==> src/rtl/gpio_setclr_bank.sv <==
module gpio_setclr_bank #(
  parameter int BANK_W    = 16,
  parameter int NUM_BANKS = 2
) (
  input  logic                         clk,
  input  logic                         rst_n,
  input  logic                         bus_we,
  input  logic [3:0]                   bus_addr,
  input  logic [31:0]                  bus_wdata,
  output logic [31:0]                  bus_rdata,
  input  logic [BANK_W*NUM_BANKS-1:0]  pad_in,
  output logic [BANK_W*NUM_BANKS-1:0]  pin_sample,
  output logic [BANK_W*NUM_BANKS-1:0]  pin_drive,
  output logic [BANK_W*NUM_BANKS-1:0]  pin_oe,
  output logic [BANK_W*NUM_BANKS-1:0]  pin_od,
  output logic [BANK_W*NUM_BANKS-1:0]  pin_pu,
  output logic [BANK_W*NUM_BANKS-1:0]  pin_pd
);
  localparam int PINS     = BANK_W * NUM_BANKS;
  localparam int NUM_FEAT = 8;
  localparam int FEAT_AW  = $clog2(NUM_FEAT);
  localparam int ADDR_W   = 4;

  localparam int F_LVL  = 0;
  localparam int F_OE   = 1;
  localparam int F_IEN  = 2;
  localparam int F_OD   = 3;
  localparam int F_PU   = 4;
  localparam int F_PD   = 5;
  localparam int F_IINV = 6;
  localparam int F_OINV = 7;

  logic [PINS-1:0] feat [NUM_FEAT];

  wire [BANK_W-1:0] set_mask = bus_wdata[BANK_W-1:0];
  wire [BANK_W-1:0] clr_mask = bus_wdata[2*BANK_W-1:BANK_W];

  for (genvar f = 0; f < NUM_FEAT; f++) begin : g_feat
    for (genvar b = 0; b < NUM_BANKS; b++) begin : g_bank
      wire hit = bus_we && (bus_addr == ADDR_W'(b * NUM_FEAT + f));
      always_ff @(posedge clk or negedge rst_n) begin
        if (!rst_n)
          feat[f][b*BANK_W +: BANK_W] <= '0;
        else if (hit)
          feat[f][b*BANK_W +: BANK_W] <= (feat[f][b*BANK_W +: BANK_W] | set_mask) & ~clr_mask;
      end
    end
  end

  wire [FEAT_AW-1:0]        sel_feat = bus_addr[FEAT_AW-1:0];
  wire [ADDR_W-FEAT_AW-1:0] sel_bank = bus_addr[ADDR_W-1:FEAT_AW];
  wire [PINS-1:0]           sel_reg  = feat[sel_feat];

  always_comb begin
    bus_rdata = '0;
    if (int'(sel_bank) < NUM_BANKS)
      bus_rdata[BANK_W-1:0] = sel_reg[int'(sel_bank)*BANK_W +: BANK_W];
  end

  assign pin_drive  = feat[F_LVL] ^ feat[F_OINV];
  assign pin_oe     = feat[F_OE] & ~(feat[F_OD] & pin_drive);
  assign pin_sample = (pad_in ^ feat[F_IINV]) & feat[F_IEN];
  assign pin_od     = feat[F_OD];
  assign pin_pu     = feat[F_PU];
  assign pin_pd     = feat[F_PD];
endmodule

==> config.mk <==
export PLATFORM = sky130hd
export DESIGN_NAME = gpio_setclr_bank
export DESIGN_NICKNAME = d
export VERILOG_FILES = /design/src/rtl/gpio_setclr_bank.sv
export SDC_FILE = /design/constraint.sdc
export NUM_CORES = 1
export LEC_CHECK = 0
export BUFFER_PORTS_ARGS = -buffer_cell sky130_fd_sc_hd__buf_4
export CELL_PAD_IN_SITES_DETAIL_PLACEMENT = 1
export CELL_PAD_IN_SITES_GLOBAL_PLACEMENT = 1
export CORE_MARGIN = 2
export CORE_UTILIZATION = 35
export DETAILED_ROUTE_END_ITERATION = 6
export GPL_TIMING_DRIVEN = 0
export PLACE_DENSITY_LB_ADDON = 0.15
export SYNTH_ARGS = -nofsm -noshare
export SYNTH_HDL_FRONTEND = slang
export SYNTH_SLANG_ARGS = --single-unit
==> constraint.sdc <==
create_clock -name clk -period 3.5 [get_ports clk]
set_input_delay 0.875 -clock clk [delete_from_list [all_inputs] [get_ports clk]]
set_output_delay 0.875 -clock clk [all_outputs]
set_load 0.05 [all_outputs]
Word level (Yosys, flattened, before mapping)
Index checks and enable logic that the tools add are counted.
- add/subtract/negate cells: 0
- multipliers: 0
- divide/modulo/power cells: 0
- magnitude comparators: 1
- eq/ne operators: 15
- shift-type cells: 1
- multiplexer cells: 3
- bitwise gates (word level): 40
- reduce and logical (&&, ||, !) cells: 17
- operators by type and width (cell ; number):
    $and 16x16->16 ; 16
    $or 16x16->16 ; 16
    $and 32x32->32 ; 3
    $bmux 32 s3 ; 1
    $mux 32 ; 2
    $xor 32x32->32 ; 2
    $eq 4x4->1 const B ; 8
    $not 32->32 ; 1
    $shiftx 32x6->16 ; 1
    $eq 4x3->1 const B ; 4
    $logic_and 1x1->1 ; 16
    $not 16->16 ; 1
    $eq 4x2->1 const B ; 2
    $eq 4x1->1 const B ; 1
    $ge 4x4->1 const B ; 1
    $logic_not 4->1 ; 1
    $not 3->4 ; 1
- flip-flop bits (word level): 256
- bits in latches: 0
- memory bits (writable): 0
- bits in read-only memories: 0
- input port bits: 71
- output and inout bits: 224
- logic and storage cells: 93
- memories kept: 0

Longest topological paths before layout
- word-level depth: 5
- depth in mapped cells: 6
- gate-level depth less buffers: 3

Least setup slack after synthesis
Ideal clock, no wire load.
- kind: input -> output
- start: input port bus_addr[0]
- end: output port bus_rdata[0]
- data arrival time: 2.175 ns
- slack: 0.450 ns
- stages on the path: 5
- path buffers: 2
- cell sequence: buf_6 > buf_8 > mux4_2 > a22oi_1 > nand2_1
- cells in the longest elaborated chain, start to end: 5
- ends and longest elaborated chain (what ; RTL line ; text):
    from (decl) ; 8 ; input logic [3:0] bus_addr,
    $not 3->4 (implied by the code) ; 52 ; wire [PINS-1:0] sel_reg = feat[sel_feat];
    $bmux 32 s3 ; 52 ;
    $mux 32 (implied by the code) (2 in series) ; 52 ;
    $shiftx 32x6->16 ; 57 ; bus_rdata[BANK_W-1:0] = sel_reg[int'(sel_bank)*BANK_W +: BANK_W];
    to (decl) ; 10 ; output logic [31:0] bus_rdata,
No other way between the ends. The select of a mux whose other input is x is not followed.

Final worst setup path
- start: input port bus_addr[0]
- end: output port bus_rdata[4]
The elaborated chain is that of the path after synthesis.

==> impl_results.md <==
* Status: completed
* Drt drc at 0
* Die area at 41500 um^2
* # nets final at 1688
* Seq cells post-synth at 256
* Min Tclk post-route at around 3.5 ns
* Clock Tree Buf Depth at 3
* Non-filler cells, final at around 2200
* Kind of critical path: input pin to output port
* Clk pin slew, worst setup/hold paths at 0.06 ns
* GPL Wtd Cong at about 0.90
* Standard-cell rows at 73
* Initial antenna violation count at 2
* Total power at 13900 uW
* Routed Antenna Nets at 0
* IO Count at roughly 300
* Hold WS at about 0.24 ns
* Max-slew violations at 0
* Die Y at 204 um
* Worst r2r dst: pin_pd[6]$_DFFE_PN0P_
* Hold WC Path Type: input pin to async pin
* Final Hold Viols at 0
* Ys Warns at 0
* Reg2reg setup slack at 2.65 ns
* Worst r2r src: pin_pd[6]$_DFFE_PN0P_
* # fillers at 4391
* Seq/Total Area, Yosys at 0.459
* Largest net degree at the start of global routing at 116
* Starting Density at 0.353
* Tcrit/Tclk final at 0.993
* Final Skew at 0 ns
* R2R depth at 2
* Drt first pass iters at 5
* H-tree depth at 1
* Max-slew headroom at 0.401
* Via count at approximately 13000
* Final setup fails at 0
* Critical path endpoint category: output port
* Core area at 39500 um^2
* CP max FO at 10
* Max Clk Rate at between 200 and 300 MHz
* Area Growth Syn to Fin at 27.2%
* CP required at 2.62 ns
* HPWL Detailed at 47.0 mm
* Post-route cell area at 17700 um^2
* Mean Syn Cell Area at 10.5 um^2
* Worst IR drop on VDD at 0.000353 V
* CP arrival at 2.60 ns
* Clk root buf: clkbuf_16
* Mapped Cells at 1322
* Cts bufs inserted at 28
* Port bufs at 246
* Clk_lat worst skew at 0.55 ns
* Die Width at slightly above 200 um
* Slew @ Worst Pin at 0.898 ns
* Max-cap viol count at 0
* Power per cell area at 786 nW/um^2
* DP Area at 16600 um^2
* Remaining Overflow, GRT at 0
* Share of cells above drive strength 1 at 0.339
* # clock sinks at 256
* Number of global-route vias before repair at 13100
* Routed WL at 62.8 mm
* CTS tree: done
* DR vias/cell at roughly 6.0
* Placed Cells at roughly 2100
* RSZ-0062 raised after global routing: true
* Hold Buf Count CTS at 0
* Initial DRC count at about 1200
* First-pass GRT wire length at 91.1 mm
* P_leak at 0.00808 uW
* Mapped Area at 13900 um^2
* Worst setup SP type: input pin
* DR WL/cell at 29.0 um
* Yosys cell types at 24
* Overall Global Routing Usage at 0.297
[cells by family (layout without fill, tap and decap cells)]
| family | after synthesis | in the layout | synth area share |
|---|---|---|---|
| other cells | 1 | 18 | 0.000269 |
| mux | 64 | 64 | 0.108 |
| flops | 256 | 256 | 0.459 |
| simple gates | 76 | 76 | 0.0318 |
| xor+xnor | 64 | 64 | 0.0402 |
| buf+inv | 285 | 587 | 0.119 |
| compound gates | 576 | 576 | 0.241 |
[through the flow]
| step | worst slack [ns] | TNS [ns] | utilization |
|---|---|---|---|
| detailed placement | -0.392 | -4.51 | 0.419 |
| floorplan | 0.450 | 0 | - |
| global placement | -0.724 | -182.47 | 0.417 |
| CTS | -0.0395 | -0.0954 | 0.446 |
| finish | 0.0235 | 0 | 0.448 |
| global route | -0.0174 | -0.0295 | 0.448 |
[power by group]
group	switching, uW	internal (uW)
logic	4070	2190
registers	857	3660
clock network	1310	1860
total	6230	7700
[Yosys cell counts]
cell | instances | share of area
buf_4 | 114 | 0.061
dfrtp_1 | 256 | 0.46
mux4_2 | 47 | 0.076
a22oi_1 | 32 | 0.017
a21boi_0 | 32 | 0.017
buf_12 | 1 | 0.0014
and3b_1 | 2 | 0.0013
nor3b_2 | 1 | 0.00090
and3_1 | 1 | 0.00045
clkbuf_1 | 73 | 0.020
buf_8 | 4 | 0.0043
buf_6 | 3 | 0.0024
nor2b_1 | 3 | 0.0013
conb_1 | 1 | 0.00027
a31oi_1 | 256 | 0.11
mux4_1 | 17 | 0.032
and2b_1 | 1 | 0.00054
a21oi_1 | 256 | 0.092
and2_1 | 50 | 0.022
nand2_1 | 16 | 0.0043
nor2_1 | 2 | 0.00054
xor2_1 | 64 | 0.040
buf_1 | 25 | 0.0067
buf_2 | 65 | 0.023
[critical path, cell delays in order]
cell and delay, ns:
buf_4 0.13, buf_12 0.17, buf_12 0.20, mux4_2 0.55, a22oi_2 0.33, nand2_1 0.13
buf_4 0.21
[how the worst max path moves through the flow]
stage | from | to | slack, ns | cells after the start
6_report | bus_addr[0] | bus_rdata[4] | 0.02 | 7
5_1_grt | bus_addr[0] | bus_rdata[4] | -0.02 | 7
4_1_cts | bus_addr[0] | bus_rdata[11] | -0.04 | 7
3_5_place_dp | bus_addr[3] | bus_rdata[12] | -0.39 | 7
3_3_place_gp | rst_n | feat[216]$_DFFE_PN0P_ | -0.72 | 1
2_1_floorplan | bus_addr[0] | bus_rdata[0] | 0.45 | 5
[cell type report]
type	instances	area [um^2]	area share
plain buffers	284	1760	0.0993
clock inverters	12	149	0.00839
diodes	2	5.00	0.000282
flip-flops and latches	256	6410	0.361
well taps	525	657	0.0370
repair buffers	251	1930	0.109
clock buffers	40	826	0.0466
multi-input cells	796	6000	0.338
[state kept, by name (all words and copies together), names as in the netlist]
signal and count:
pin_pu 32, pin_pd 32, feat 160, pin_od 32
[layer usage]
| metal | vias to the layer above | share of wire | global-route usage |
|---|---|---|---|
| li1 | 5419 | - | - |
| met1 | 6847 | 0.43 | 0.417 |
| met2 | 564 | 0.47 | 0.476 |
| met3 | 92 | 0.073 | 0.0491 |
| met4 | 0 | 0.024 | 0.0829 |
| met5 | - | 0 | 0 |
[layout by cell type, fill, tap and decap left out, types with 3 or more instances in the layout]
master and instances:
clkbuf_16 28, xor2_1 64, a22oi_1 18, a21oi_1 256, and2_1 50, nand2_1 16, nor2b_1 3, buf_2 61
clkinv_2 7, a22oi_2 14, buf_12 5, buf_4 361, bufinv_16 3, a21boi_0 32, buf_16 4, buf_8 5
clkbuf_1 71, a31oi_1 256, clkbuf_8 8, clkbuf_2 5, conb_1 16, buf_1 25, dfrtp_1 256, mux4_2 48
mux4_1 16
[what timing repair did]
action | 4_1_cts | 5_1_grt
resized for setup | 28 | 17
setup buffers | 0 | 3
pin swaps | 2 | 4
endpoints found under the setup margin | 16 | 16
Power figures use the tool's default switching activity.
